File: src/rtl/opclu_pkg.sv
package opclu_pkg;
  localparam int NUM_CL = 4;
  localparam int CL_W   = $clog2(NUM_CL);

  typedef logic [CL_W-1:0] cl_idx_t;

  typedef struct packed {
    logic    two_legal;
    cl_idx_t prim;
    cl_idx_t alt;
    logic    alt_swaps;
  } cand_t;
endpackage

File: src/rtl/opclu_route.sv
module opclu_route
  import opclu_pkg::*;
(
  input  logic [CL_W-1:0] src_a,
  input  logic [CL_W-1:0] src_b,
  input  logic            monadic,
  input  logic            commut,
  output cand_t           cand
);
  logic grp_a;
  logic grp_b;

  always_comb begin
    grp_a = ^src_a;
    grp_b = ^src_b;
    cand  = '0;
    if (monadic) begin
      cand.prim      = {grp_a, 1'b0};
      cand.alt       = {grp_a, 1'b1};
      cand.two_legal = 1'b1;
      cand.alt_swaps = 1'b0;
    end else begin
      cand.prim      = {grp_a, grp_b};
      cand.alt       = {grp_b, grp_a};
      cand.two_legal = commut & (grp_a ^ grp_b);
      cand.alt_swaps = 1'b1;
    end
  end
endmodule

File: src/rtl/opclu_pick.sv
module opclu_pick
  import opclu_pkg::*;
#(
  parameter int CNT_W = 4
) (
  input  cand_t                     cand,
  input  logic [NUM_CL*CNT_W-1:0]   counts,
  output cl_idx_t                   chosen,
  output logic                      swap
);
  logic [CNT_W-1:0] cnt_prim;
  logic [CNT_W-1:0] cnt_alt;
  logic             take_alt;

  always_comb begin
    cnt_prim = counts[cand.prim*CNT_W +: CNT_W];
    cnt_alt  = counts[cand.alt*CNT_W +: CNT_W];
    take_alt = cand.two_legal &
               ((cnt_alt < cnt_prim) ||
                ((cnt_alt == cnt_prim) && (cand.alt < cand.prim)));
    chosen   = take_alt ? cand.alt : cand.prim;
    swap     = take_alt & cand.alt_swaps;
  end
endmodule

File: src/rtl/opclu_counters.sv
module opclu_counters
  import opclu_pkg::*;
#(
  parameter int CNT_W = 4
) (
  input  logic                    clk,
  input  logic                    rst_n,
  input  logic                    clr,
  input  logic                    inc_en,
  input  cl_idx_t                 inc_sel,
  output logic [NUM_CL*CNT_W-1:0] counts
);
  localparam logic [CNT_W-1:0] CNT_MAX = '1;

  for (genvar g = 0; g < NUM_CL; g++) begin : g_cnt
    logic [CNT_W-1:0] cnt_q;
    logic [CNT_W-1:0] cnt_d;
    logic             cnt_en;

    always_comb begin
      cnt_en = clr | (inc_en && (inc_sel == cl_idx_t'(g)) && (cnt_q != CNT_MAX));
      cnt_d  = clr ? '0 : cnt_q + 1'b1;
    end

    always_ff @(posedge clk or negedge rst_n) begin
      if (!rst_n) begin
        cnt_q <= '0;
      end else if (cnt_en) begin
        cnt_q <= cnt_d;
      end
    end

    assign counts[g*CNT_W +: CNT_W] = cnt_q;
  end
endmodule

File: src/rtl/opclu_alloc_top.sv
module opclu_alloc_top
  import opclu_pkg::*;
#(
  parameter int CNT_W = 4
) (
  input  logic       clk,
  input  logic       rst_n,
  input  logic       in_valid,
  input  logic [1:0] in_src_a,
  input  logic [1:0] in_src_b,
  input  logic       in_monadic,
  input  logic       in_commut,
  input  logic       cnt_clr,
  output logic       out_valid,
  output logic [1:0] out_cluster,
  output logic [1:0] out_dest_subset,
  output logic       out_swap
);
  logic                    rst_s1_q;
  logic                    rst_q_n;
  cand_t                   cand;
  logic [NUM_CL*CNT_W-1:0] counts;
  cl_idx_t                 chosen;
  logic                    pick_swap;

  logic    vld_d;
  cl_idx_t cl_d;
  cl_idx_t dst_d;
  logic    swp_d;
  logic    dec_en;

  // reset: asserted at once, released after two edges
  always_ff @(posedge clk or negedge rst_n) begin
    if (!rst_n) begin
      rst_s1_q <= 1'b0;
      rst_q_n  <= 1'b0;
    end else begin
      rst_s1_q <= 1'b1;
      rst_q_n  <= rst_s1_q;
    end
  end

  opclu_route u_route (
    .src_a   (in_src_a),
    .src_b   (in_src_b),
    .monadic (in_monadic),
    .commut  (in_commut),
    .cand    (cand)
  );

  opclu_pick #(.CNT_W(CNT_W)) u_pick (
    .cand   (cand),
    .counts (counts),
    .chosen (chosen),
    .swap   (pick_swap)
  );

  opclu_counters #(.CNT_W(CNT_W)) u_cnt (
    .clk     (clk),
    .rst_n   (rst_q_n),
    .clr     (cnt_clr),
    .inc_en  (in_valid),
    .inc_sel (chosen),
    .counts  (counts)
  );

  always_comb begin
    vld_d  = in_valid;
    dec_en = in_valid;
    cl_d   = chosen;
    dst_d  = chosen;
    swp_d  = pick_swap;
  end

  always_ff @(posedge clk or negedge rst_q_n) begin
    if (!rst_q_n) begin
      out_valid <= 1'b0;
    end else begin
      out_valid <= vld_d;
    end
  end

  always_ff @(posedge clk or negedge rst_q_n) begin
    if (!rst_q_n) begin
      out_cluster     <= '0;
      out_dest_subset <= '0;
      out_swap        <= 1'b0;
    end else if (dec_en) begin
      out_cluster     <= cl_d;
      out_dest_subset <= dst_d;
      out_swap        <= swp_d;
    end
  end
endmodule

File: config.mk
export PLATFORM = sky130hd
export DESIGN_NAME = opclu_alloc_top
export DESIGN_NICKNAME = d
export VERILOG_FILES = /design/src/rtl/opclu_pkg.sv /design/src/rtl/opclu_route.sv /design/src/rtl/opclu_pick.sv /design/src/rtl/opclu_counters.sv /design/src/rtl/opclu_alloc_top.sv
export SDC_FILE = /design/constraint.sdc
export NUM_CORES = 1
export LEC_CHECK = 0
export BUFFER_PORTS_ARGS = -buffer_cell sky130_fd_sc_hd__buf_2
export CAP_MARGIN = 20
export CORE_MARGIN = 2
export CORE_UTILIZATION = 40
export CTS_CLUSTER_SIZE = 25
export DETAILED_ROUTE_END_ITERATION = 16
export GPL_TIMING_DRIVEN = 0
export PLACE_DENSITY = 0.7
export SYNTH_ARGS = -nofsm -noshare
export SYNTH_HDL_FRONTEND = slang
export SYNTH_HIERARCHICAL = 1
export SYNTH_SLANG_ARGS = --single-unit
File: constraint.sdc
create_clock -name clk -period 0.8 [get_ports clk]
set_input_delay 0.08 -clock clk [delete_from_list [all_inputs] [get_ports clk]]
set_output_delay 0.08 -clock clk [all_outputs]
set_load 0.05 [all_outputs]
==> out/results.ini <==
[run_status]
status=finished, violations left
violations=negative setup slack

[critical_path]
rrSetupSlack_ns=-2.30
arrival_ns=3.29
reg2reg_to=u_cnt/g_cnt[0].cnt_q[1]
crit_buf_inv=0
required_ns=0.98
critPathKind=reg2reg
path_max_fanout=8
cpMaxStageDelayCell=mux4_2
crit_path_start_kind=flop
r2r_cells=9
cp_cell_sequence=mux4_2 -> ha_4 -> nand2_4 -> nor4_4 -> a22oi_2 -> mux2_4 -> or3b_4 -> or3b_1 -> a21oi_1
crit_family=simple AND/OR/NAND/NOR gates
worst_path_largest_cell_delay_ns=0.50
endpoint_kind=flop
reg2reg_from=u_cnt/g_cnt[2].cnt_q[3]

[route]
drtPass1Iterations=4
drt_iter0_drc=49
vias=1290
wl_um=3990
route.detailed.drc=0
avgViaCountPerCell=5.78
ant_nets=0
avgRoutedWirePerCell_um=17.9

[power]
seqPwrFrac_pct=34.7
clock_power_share_pct=18.1
power.switching_mw=1.43
p_comb_share_pct=47.2
leakage_nw=0.932
powerDensity_mw_per_mm2=1830
intPower_mw=2.43
switching_share_pct=37.1
p_total_mw=3.87
ir_drop_mv=1.59

[clock_tree]
clkSlewWorstSetupHoldPaths_ns=0.08
cts-root-buf=clkbuf_8
cts_tree=built
clock_sinks=22
numCtsBuffers=3
cts.htree.levels=1
cts_max_path_buffers=2
insertion_delay_ns=0.26

[sta]
relSlewSlack_pct=66.6
slew_violations=0
worst_pin_slew_ns=0.500
clock_skew_ns=0.00656
hold_viol_final=0
hold_slack_ns=0.0413
period_minus_slack_ns=3.10
fmax_ghz=0.322
timing.final.ws_setup_ns=-2.30
setup_violations=25
finalSetupTns_ns=-40.85
rsz0062_at_grt=true
period_share_pct=388

[synth]
yosysTopAreaCell=dfrtp_1
avgSynthCellArea_um2=11.1
synth_top_cells_by_area=dfrtp_1 (36%), mux4_2 (8.8%), ha_1 (7.4%)
synthArstFlopShare_pct=100
synth_nets=157
synth_most_common_cell=dfrtp_1
yosysWarnings=6
yosys-top-cells-count=dfrtp_1 (22), inv_1 (14), a21oi_1 (10), ha_1 (9)
synth_top_area_share_pct=36.0
ys.flop_type=dfrtp_1
synthCells=138
yosys_register_bits=22
seq_area_frac_synth_pct=36.0
synth-edff-count=0
netlist_area_mm2=0.00153
synthDistinctLibCells=38

[global_route]
grt_pass1_vias=1319
overflow=0
grt_max_degree=21
grt_usage_pct=19.6
grt_antenna_before_repair=0
grt_pass1_wl_um=6380

[finish]
areaGrowthSynthToFinish_pct=37.8
final_nets=195
drive_gt1_share_pct=49.7
fillerInstances=292
antenna_cells=0

[min_path]
min_delay_path_depth=1
min-delay-start=in_valid
min_to=out_valid
worstHoldPathType=in2reg

[floorplanning]
die_x_um=65.9
die_area_mm2=0.00434
core_area_mm2=0.00366
pin_count=16
initial_utilization_pct=41.8
die_h_um=65.9
num_rows=22

[placed_design]
port_buffers=14
place_hpwl_um=2580
gp_congestion=0.808

[run]
maxCapViolations=0

-- worst max-delay path by stage --
stage                                  from                       to  slack, ns  cells past startpoint
finish              u_cnt/g_cnt[2].cnt_q[3]  u_cnt/g_cnt[0].cnt_q[1]      -2.30                      9
detailed placement              in_src_a[0]  u_cnt/g_cnt[0].cnt_q[2]      -2.81                     14
CTS                 u_cnt/g_cnt[2].cnt_q[2]  u_cnt/g_cnt[0].cnt_q[1]      -2.26                      9
global route        u_cnt/g_cnt[2].cnt_q[2]  u_cnt/g_cnt[0].cnt_q[1]      -2.38                      9
floorplan                       in_src_a[0]  u_cnt/g_cnt[0].cnt_q[1]      -2.32                     13
global placement                in_src_a[0]  u_cnt/g_cnt[0].cnt_q[1]      -2.71                     14
-- repair_timing --
item | CTS | global route
endpoints found under the hold margin | 2 | 0
hold buffers | 1 | 0
resized for setup | 36 | 5
pin swaps | 6 | 4
setup buffers | 19 | 1
endpoints found under the setup margin | 45 | 25
-- cell families after synthesis --
group                    share of synthesized area [%]
other                                            0.245
AND/OR/NAND/NOR                                   12.7
multiplexers                                      15.5
XOR/XNOR                                          2.70
AO/OA/AOI/OAI                                     19.2
buffers and inverters                             6.38
adder cells (fa/ha/maj)                           7.36
flip-flops                                        36.0
-- flip-flops by register name, summed over array words and instances, names as in the netlist --
name               cells
u_cnt/g_cnt.cnt_q     16
rst_q_n                1
out_cluster            2
out_swap               1
out_valid              1
rst_s1_q               1
-- power groups by stage --
stage | Combinational [mW] | Sequential (mW) | Clock (mW)
after floorplan | 0.887 | 1.51 | 0
after global routing | 1.93 | 1.36 | 0.760
after CTS | 1.75 | 1.34 | 0.719
after detailed placement | 1.32 | 1.36 | 0
after global placement | 1.28 | 1.35 | 0
final | 1.83 | 1.34 | 0.698
-- area by class of cell --
| class | count | area [um^2] | area share, % |
|---|---|---|---|
| Multi-Input combinational cell | 94 | 1070 | 50.9 |
| Sequential cell | 22 | 558 | 26.5 |
| Timing Repair Buffer | 35 | 275 | 13.1 |
| Tap cell | 48 | 60.1 | 2.85 |
| Inverter | 14 | 52.6 | 2.49 |
| Clock buffer | 4 | 45.0 | 2.14 |
| Buffer | 6 | 45.0 | 2.14 |
-- through the flow --
step	util [%]	instance area (um^2)	worst slack [ns]	cells
finish	57.6	2110	-2.30	223
floorplan	-	1600	-2.32	138
CTS	56.4	2070	-2.26	222
global route	57.6	2110	-2.38	223
detailed placement	47.3	1730	-2.81	200
global placement	47.3	1730	-2.71	200
-- routing by layer --
layer  track usage [%]  up-vias  wire (um)
met4              5.47        0         46
met5                 0        -          0
li1                  -      607          -
met2              36.0       41       2170
met1              24.3      638       1540
met3              2.04        4        232
-- placed cells by master (no fill, tap or decap), types with 2 or more instances in the layout --
master | synthesis | layout
buf_4 | 3 | 20
dfrtp_1 | 22 | 16
inv_1 | 14 | 14
buf_6 | 0 | 10
buf_2 | 1 | 8
o21ai_0 | 8 | 8
a21oi_1 | 10 | 8
mux4_2 | 6 | 7
dfrtp_2 | 0 | 6
o41ai_1 | 8 | 6
ha_1 | 9 | 6
nand3_1 | 5 | 5
o311ai_2 | 0 | 4
mux2_4 | 1 | 3
clkbuf_8 | 0 | 3
clkbuf_1 | 2 | 3
or3b_4 | 0 | 3
or3_1 | 4 | 3
and3_1 | 3 | 3
a21o_1 | 3 | 3
ha_4 | 0 | 3
nand3b_1 | 2 | 2
o41ai_2 | 0 | 2
o311ai_0 | 8 | 2
nor2_1 | 2 | 2
No activity file was read; power rests on OpenSTA's default activity.
